## src/rtl/seq_pkg.sv

```systemverilog
package seq_pkg;

  typedef enum logic [2:0] {
    PH_ZI   = 3'd0,
    PH_INT  = 3'd1,
    PH_DE1  = 3'd2,
    PH_IDLE = 3'd3,
    PH_TEN1 = 3'd4,
    PH_DE2  = 3'd5,
    PH_TEN2 = 3'd6,
    PH_DE3  = 3'd7
  } phase_e;

  typedef struct packed {
    logic       clr;
    logic       step;
    logic       down;
    logic [2:0] pos;
    logic       capture;
  } strobe_t;

endpackage

```

## src/rtl/bcdDigit.sv

```systemverilog
module bcdDigit (
  input  logic [3:0] dIn,
  input  logic       addIn,
  input  logic       down,
  output logic [3:0] dOut,
  output logic       carryOut
);
  always_comb begin
    dOut     = dIn;
    carryOut = 1'b0;
    if (addIn) begin
      if (down) begin
        if (dIn == 4'd0) begin
          dOut     = 4'd9;
          carryOut = 1'b1;
        end else begin
          dOut = dIn - 4'd1;
        end
      end else begin
        if (dIn >= 4'd9) begin
          dOut     = 4'd0;
          carryOut = 1'b1;
        end else begin
          dOut = dIn + 4'd1;
        end
      end
    end
  end
endmodule

```

## src/rtl/bcdAccum.sv

```systemverilog
module bcdAccum
  import seq_pkg::*;
#(
  parameter int NDIG = 5
) (
  input  logic              clk,
  input  logic              rst,
  input  strobe_t           strb,
  output logic [4*NDIG-1:0] accBcd,
  output logic [4*NDIG-1:0] resultBcd
);
  localparam int RW = 4 * NDIG;

  logic [RW-1:0] accQ, accNext, resQ;
  logic [NDIG:0] carry;

  assign carry[0] = 1'b0;

  for (genvar i = 0; i < NDIG; i++) begin : g_dig
    logic addIn;
    assign addIn = strb.step && ((strb.pos == 3'(i)) || carry[i]);
    bcdDigit u_dig (
      .dIn      (accQ[4*i +: 4]),
      .addIn    (addIn),
      .down     (strb.down),
      .dOut     (accNext[4*i +: 4]),
      .carryOut (carry[i+1])
    );

    p_digit_range_r8: assert property (@(posedge clk) disable iff (rst)
      accQ[4*i +: 4] <= 4'd9)
      else $error("accumulator digit out of range");
  end

  always_ff @(posedge clk) begin
    if (rst) begin
      accQ <= '0;
      resQ <= '0;
    end else begin
      if (strb.clr)       accQ <= '0;
      else if (strb.step) accQ <= accNext;
      if (strb.capture)   resQ <= accQ;
    end
  end

  assign accBcd    = accQ;
  assign resultBcd = resQ;
endmodule

```

## src/rtl/seqCtrl.sv

```systemverilog
module seqCtrl
  import seq_pkg::*;
#(
  parameter int CONV_LEN = 1638,
  parameter int ZI_MIN   = 100,
  parameter int INT_60   = 545,
  parameter int INT_50   = 655,
  parameter int INT_OHM  = 500,
  parameter int DIVF     = 5,
  parameter int DE1_WIN  = 500,
  parameter int TEN_LEN  = 16,
  parameter int DE2_WIN  = 200
) (
  input  logic    clk,
  input  logic    rst,
  input  logic    cmpPos,
  input  logic    holdReq,
  input  logic    readZero,
  input  logic    sel50Hz,
  input  logic    ohmsMode,
  input  logic    divFive,
  output logic [7:0] phaseSel,
  output logic    deintPol,
  output logic    shortIn,
  output logic    eoc,
  output strobe_t strb
);
  localparam int CW         = $clog2(CONV_LEN);
  localparam int INT_END    = ZI_MIN + INT_50;
  localparam int TEN1_START = INT_END + DE1_WIN;
  localparam int DE2_START  = TEN1_START + TEN_LEN;
  localparam int TEN2_START = DE2_START + DE2_WIN;
  localparam int DE3_START  = TEN2_START + TEN_LEN;

  localparam logic [CW-1:0] S_DE1   = CW'(INT_END);
  localparam logic [CW-1:0] S_TEN1  = CW'(TEN1_START);
  localparam logic [CW-1:0] S_DE2   = CW'(DE2_START);
  localparam logic [CW-1:0] S_TEN2  = CW'(TEN2_START);
  localparam logic [CW-1:0] S_DE3   = CW'(DE3_START);
  localparam logic [CW-1:0] S_LAST  = CW'(CONV_LEN - 1);
  localparam logic [CW-1:0] S_PRE1  = CW'(INT_END - 1);
  localparam logic [CW-1:0] S_PRE2  = CW'(DE2_START - 1);
  localparam logic [CW-1:0] S_PRE3  = CW'(DE3_START - 1);
  localparam logic [CW-1:0] L_60    = CW'(INT_60);
  localparam logic [CW-1:0] L_50    = CW'(INT_50);
  localparam logic [CW-1:0] L_OHM   = CW'(INT_OHM);
  localparam logic [CW-1:0] L_60D   = CW'(INT_60 / DIVF);
  localparam logic [CW-1:0] L_50D   = CW'(INT_50 / DIVF);
  localparam logic [CW-1:0] L_OHMD  = CW'(INT_OHM / DIVF);

  logic [CW-1:0] seqCnt, intLen, intStart;
  logic          held, cfg50, cfgOhm, cfgDiv, cfgRz;
  logic          pol, deDone, eocQ;
  logic          atLast, startEdge, preDe, inDe;
  phase_e        curPhase;

  // integrate length from the mode snapshot
  always_comb begin
    if (cfgOhm)     intLen = cfgDiv ? L_OHMD : L_OHM;
    else if (cfg50) intLen = cfgDiv ? L_50D  : L_50;
    else            intLen = cfgDiv ? L_60D  : L_60;
  end
  assign intStart = S_DE1 - intLen;

  always_comb begin
    if (held)                  curPhase = PH_ZI;
    else if (seqCnt < intStart) curPhase = PH_ZI;
    else if (seqCnt < S_DE1)   curPhase = PH_INT;
    else if (seqCnt < S_TEN1)  curPhase = deDone ? PH_IDLE : PH_DE1;
    else if (seqCnt < S_DE2)   curPhase = PH_TEN1;
    else if (seqCnt < S_TEN2)  curPhase = deDone ? PH_IDLE : PH_DE2;
    else if (seqCnt < S_DE3)   curPhase = PH_TEN2;
    else if (seqCnt < S_LAST)  curPhase = deDone ? PH_IDLE : PH_DE3;
    else                       curPhase = PH_ZI;
  end

  assign atLast    = !held && (seqCnt == S_LAST);
  assign startEdge = (held && !holdReq) || atLast;
  assign preDe     = !held && ((seqCnt == S_PRE1) || (seqCnt == S_PRE2) || (seqCnt == S_PRE3));
  assign inDe      = (curPhase == PH_DE1) || (curPhase == PH_DE2) || (curPhase == PH_DE3);

  always_ff @(posedge clk) begin
    if (rst) begin
      seqCnt <= '0;
      held   <= 1'b1;
      cfg50  <= 1'b0;
      cfgOhm <= 1'b0;
      cfgDiv <= 1'b0;
      cfgRz  <= 1'b0;
      pol    <= 1'b0;
      deDone <= 1'b0;
      eocQ   <= 1'b0;
    end else begin
      eocQ <= atLast;
      if (held) begin
        if (!holdReq) held <= 1'b0;
      end else if (atLast) begin
        seqCnt <= '0;
        held   <= holdReq;
      end else begin
        seqCnt <= seqCnt + 1'b1;
      end
      if (startEdge) begin
        cfg50  <= sel50Hz;
        cfgOhm <= ohmsMode;
        cfgDiv <= divFive;
        cfgRz  <= readZero;
      end
      if (preDe) begin
        pol    <= cmpPos;
        deDone <= 1'b0;
      end else if (inDe && (cmpPos != pol)) begin
        deDone <= 1'b1;
      end
    end
  end

  always_comb begin
    phaseSel           = '0;
    phaseSel[curPhase] = 1'b1;
    strb.clr     = (curPhase == PH_INT);
    strb.step    = inDe && (cmpPos == pol);
    strb.down    = !pol;
    strb.pos     = (curPhase == PH_DE1) ? 3'd2 : (curPhase == PH_DE2) ? 3'd1 : 3'd0;
    strb.capture = atLast;
  end

  assign deintPol = pol;
  assign shortIn  = cfgRz && !held;
  assign eoc      = eocQ;

  p_pol_steady_r4: assert property (@(posedge clk) disable iff (rst)
    (curPhase == PH_DE1) && $past(curPhase == PH_DE1) |-> $stable(pol))
    else $error("polarity moved inside a pass");

  p_short_whole_r11: assert property (@(posedge clk) disable iff (rst)
    !held && (seqCnt != '0) |-> $stable(shortIn))
    else $error("short select changed mid conversion");

  p_hold_parked_r10: assert property (@(posedge clk) disable iff (rst)
    held && holdReq |=> (seqCnt == '0) && !eoc)
    else $error("sequence moved while held");
endmodule

```

## src/rtl/convSequencer.sv

```systemverilog
module convSequencer
  import seq_pkg::*;
#(
  parameter int CONV_LEN = 1638,
  parameter int ZI_MIN   = 100,
  parameter int INT_60   = 545,
  parameter int INT_50   = 655,
  parameter int INT_OHM  = 500,
  parameter int DIVF     = 5,
  parameter int DE1_WIN  = 500,
  parameter int TEN_LEN  = 16,
  parameter int DE2_WIN  = 200,
  parameter int NDIG     = 5
) (
  input  logic              clk,
  input  logic              rst,
  input  logic              cmpPos,
  input  logic              holdReq,
  input  logic              readZero,
  input  logic              sel50Hz,
  input  logic              ohmsMode,
  input  logic              divFive,
  output logic [7:0]        phaseSel,
  output logic              deintPol,
  output logic              shortIn,
  output logic              eoc,
  output logic [4*NDIG-1:0] resultBcd
);
  strobe_t           strb;
  logic [4*NDIG-1:0] accBcd;

  seqCtrl #(
    .CONV_LEN (CONV_LEN), .ZI_MIN (ZI_MIN), .INT_60 (INT_60), .INT_50 (INT_50),
    .INT_OHM  (INT_OHM),  .DIVF   (DIVF),   .DE1_WIN (DE1_WIN),
    .TEN_LEN  (TEN_LEN),  .DE2_WIN (DE2_WIN)
  ) u_ctrl (
    .clk      (clk),
    .rst      (rst),
    .cmpPos   (cmpPos),
    .holdReq  (holdReq),
    .readZero (readZero),
    .sel50Hz  (sel50Hz),
    .ohmsMode (ohmsMode),
    .divFive  (divFive),
    .phaseSel (phaseSel),
    .deintPol (deintPol),
    .shortIn  (shortIn),
    .eoc      (eoc),
    .strb     (strb)
  );

  bcdAccum #(.NDIG (NDIG)) u_accum (
    .clk       (clk),
    .rst       (rst),
    .strb      (strb),
    .accBcd    (accBcd),
    .resultBcd (resultBcd)
  );

  p_int_clear_r12: assert property (@(posedge clk) disable iff (rst)
    phaseSel[1] |=> (accBcd == '0))
    else $error("counter not cleared in integrate");

  p_ten_frozen_r12: assert property (@(posedge clk) disable iff (rst)
    (phaseSel[4] || phaseSel[6]) |=> $stable(accBcd))
    else $error("counter moved during times-ten");

  p_result_quiet_r9: assert property (@(posedge clk) disable iff (rst)
    !eoc |-> $stable(resultBcd))
    else $error("result changed without eoc");

  p_eoc_single_r9: assert property (@(posedge clk) disable iff (rst)
    eoc |=> !eoc)
    else $error("eoc wider than one cycle");

  p_phase_onehot_r3: assert property (@(posedge clk) disable iff (rst)
    $countones(phaseSel) == 1)
    else $error("phase select not one-hot");
endmodule

```

## config.mk

```make
export PLATFORM = sky130hd
export DESIGN_NAME = convSequencer
export DESIGN_NICKNAME = d
export VERILOG_FILES = /design/src/rtl/seq_pkg.sv /design/src/rtl/bcdDigit.sv /design/src/rtl/bcdAccum.sv /design/src/rtl/seqCtrl.sv /design/src/rtl/convSequencer.sv
export SDC_FILE = /design/constraint.sdc
export NUM_CORES = 1
export LEC_CHECK = 0
export BUFFER_PORTS_ARGS = -buffer_cell sky130_fd_sc_hd__buf_2
export CORE_ASPECT_RATIO = 1.4
export CORE_MARGIN = 10
export CORE_UTILIZATION = 50
export DETAILED_ROUTE_END_ITERATION = 8
export PLACE_DENSITY = 0.68
export SLEW_MARGIN = 20
export SYNTH_ARGS = -nofsm -noshare
export SYNTH_HDL_FRONTEND = slang
export SYNTH_SLANG_ARGS = --single-unit
```

## constraint.sdc

```tcl
create_clock -name clk -period 5.3 [get_ports clk]
set_input_delay 0.53 -clock clk [delete_from_list [all_inputs] [get_ports clk]]
set_output_delay 0.53 -clock clk [all_outputs]
set_load 0.05 [all_outputs]
```

==> impl_metrics.env <==
export IMPL_via_count=4152
export IMPL_tritoncts="built"
export IMPL_tightest_slew_ns=0.8018
export IMPL_cts_root_buffer_cell="clkbuf_16"
export IMPL_wl_met3_um=462
export IMPL_grt_total_usage=0.1822
export IMPL_worst_hold_path_num_cells=3
export IMPL_drc=0
export IMPL_finalSetupViolations=0
export IMPL_syn2layout_area_growth_pct=12.09
export IMPL_top_layer="met4"
export IMPL_ys_seq_elements=59
export IMPL_viasPerCell=6.124
export IMPL_critPathLaunch="u_ctrl.cfgDiv"
export IMPL_nNetsFinal=609
export IMPL_worst_setup_path_end_kind="output port"
export IMPL_synth_top_area_frac=0.2825
export IMPL_portBuffers=38
export IMPL_grt_pass1_vias=4017
export IMPL_die_area_um2=12470
export IMPL_grt_max_degree=33
export IMPL_cts_sinks=59
export IMPL_cp_required_ns=4.77
export IMPL_clk_latency_ns=0.34
export IMPL_final_cell_area_um2=4687
export IMPL_r2r_end="u_accum.accBcd[3]"
export IMPL_gp_congestion=0.9359
export IMPL_post_dp_hpwl_um=8395
export IMPL_finalCriticalPeriod_ns=3.745
export IMPL_firstDrtPassIters=5
export IMPL_drv_cap=0
export IMPL_path_max_fanout=7
export IMPL_async_reset_ff_frac=0
export IMPL_ys_types=70
export IMPL_pin_count=39
export IMPL_hold_ws_ns=0.4248
export IMPL_critPathLaunchType="flop"
export IMPL_finalNonFillerCells=678
export IMPL_antenna_cells=0
export IMPL_synthTopCellsByArea="dfxtp_1 (28%), ha_1 (9.0%), a21oi_1 (6.5%)"
export IMPL_drive_gt1_frac=0.1215
export IMPL_rsz0062_at_grt="no"
export IMPL_coreArea_um2=8149
export IMPL_finalHoldViolCount=0
export IMPL_drt_iter0_drc=372
export IMPL_slew_viol_final=0
export IMPL_status="finished, final reports clean"
export IMPL_min_path_type="input port to flop"
export IMPL_path_clk_slew_ns=0.05
export IMPL_place_area_um2=4362
export IMPL_period_share=0.7067
export IMPL_clock_path_buffers=2
export IMPL_routed_wl_um=11600
export IMPL_crit_type="flop to output port"
export IMPL_placementRows=39
export IMPL_post_route_util=0.5752
export IMPL_fp_dieW_um=97.29
export IMPL_r2r_slack_ns=1.87
export IMPL_grt_pass1_wl_um=19200
export IMPL_yosysTopAreaCell="dfxtp_1"
export IMPL_dieHeight_um=128.2
export IMPL_synth_edff_count=0
export IMPL_dp_cells=662
export IMPL_power_density_nw_per_um2=242.3
export IMPL_cts_hold_buf=0
export IMPL_synthFlopType="dfxtp_1"
export IMPL_synthesis_instances=557
export IMPL_worstReg2RegStart="u_ctrl.cfgDiv"
export IMPL_yosysSeqAreaShare=0.2825
export IMPL_ir_worst_vdd_mv=0.1843
export IMPL_synth_warnings=0
export IMPL_final_common_cell="nand2_1"
export IMPL_skew_ns=0.007704
export IMPL_overflow=0
export IMPL_post_drt_wl_per_cell_um=17.11
export IMPL_cp_endpoint="phaseSel[0]"
export IMPL_clock_fmax_ghz=0.2670
export IMPL_cts_buffers=9
export IMPL_mostFrequentLayoutCells="nand2_1 (69), dfxtp_1 (59), a21oi_1 (54)"
export IMPL_wl_met2_um=6201
export IMPL_reg2reg_depth=11
export IMPL_leakage_nw=1.776
export IMPL_syn_area_um2=4182
export IMPL_setup_tns_ns=0
export IMPL_syn_avg_cell_area_um2=7.507
export IMPL_wl_met1_um=4677
export IMPL_relSlewSlack=0.4645
export IMPL_start_util=0.5131
export IMPL_cts_max_level=3
export IMPL_cts_resized_gates=0
export IMPL_arrival_ns=3.22
export IMPL_ant_nets=0
export IMPL_antenna_found_initial=0
export IMPL_cts_setup_buffers=0
## cell usage after synthesis, drive strengths merged (8+ instances only)
cell    instances
xor2            8
nor3           20
nor2           50
a21oi          55
clkbuf         29
inv            31
nand3          11
dfxtp          59
buf             8
nand4          10
nand2          69
ha             30
nor4            8
o21ai          31
a211oi         12
a31oi          18
## registers in the layout (all words and copies together) (netlist names)
register and cells:
u_accum.accBcd 20, u_accum.resultBcd 20, u_ctrl.cfg50 1, u_ctrl.cfgDiv 1
u_ctrl.cfgOhm 1, u_ctrl.cfgRz 1, u_ctrl.deDone 1, u_ctrl.deintPol 1
u_ctrl.eoc 1, u_ctrl.held 1, u_ctrl.seqCnt 11
## how the worst min path moves through the flow
stage	from	to	slack, ns
final	ohmsMode	u_ctrl.cfgOhm	0.42
after CTS	ohmsMode	u_ctrl.cfgOhm	0.42
after global placement	u_accum.resultBcd[15]	u_accum.resultBcd[15]	0.44
after global routing	ohmsMode	u_ctrl.cfgOhm	0.43
after floorplan	u_ctrl.cfgRz	u_ctrl.cfgRz	0.46
after detailed placement	u_accum.resultBcd[0]	u_accum.resultBcd[0]	0.44
## cell type report
type	instances	area, um2
fill	779	3462
multi-input combinational	430	2735
sequential	59	1181
clock buffer	9	225.2
timing repair buffer	39	197.7
tap	102	127.6
inverter	32	120.1
clock inverter	7	100.1
## report_power, final
part           internal, W  switching (W)
clock network     0.000414       0.000227
logic            0.0000140      0.0000240
registers         0.000447     0.00000918
## per-stage QoR
step	setup slack (ns)	total power, W
after floorplan	1.379	0.0004928
after global placement	1.604	0.0005020
after detailed placement	1.931	0.0005037
after CTS	1.584	0.001141
after global routing	1.263	0.001172
final	1.555	0.001136
## routing by layer
metal	up-vias	global-route usage
met5	-	0
li1	2065	-
met1	1952	0.1982
met2	112	0.3261
met3	23	0.03830
met4	0	0.09262
## cell families (layout without fill, tap and decap cells)
group	count (synthesis)	count (layout)	share of synthesized area
flops	59	59	0.2825
xor+xnor	11	11	0.02304
buf+inv	69	87	0.06553
simple gates	203	203	0.2316
mux	7	7	0.01706
compound gates	177	177	0.2897
other cells	1	2	0.0008968
fa+ha+maj	30	30	0.08977
## critical path, cell delays in order, from the launching register on
cell	delay (ns)
dfxtp_1	0.38
inv_1	0.08
ha_1	0.29
inv_1	0.04
o21ai_0	0.17
ha_1	0.27
a21oi_1	0.15
nor3_1	0.07
a2111oi_2	0.70
a21oi_1	0.28
o31ai_1	0.13
buf_2	0.31
(Power assumes the default switching activity.)
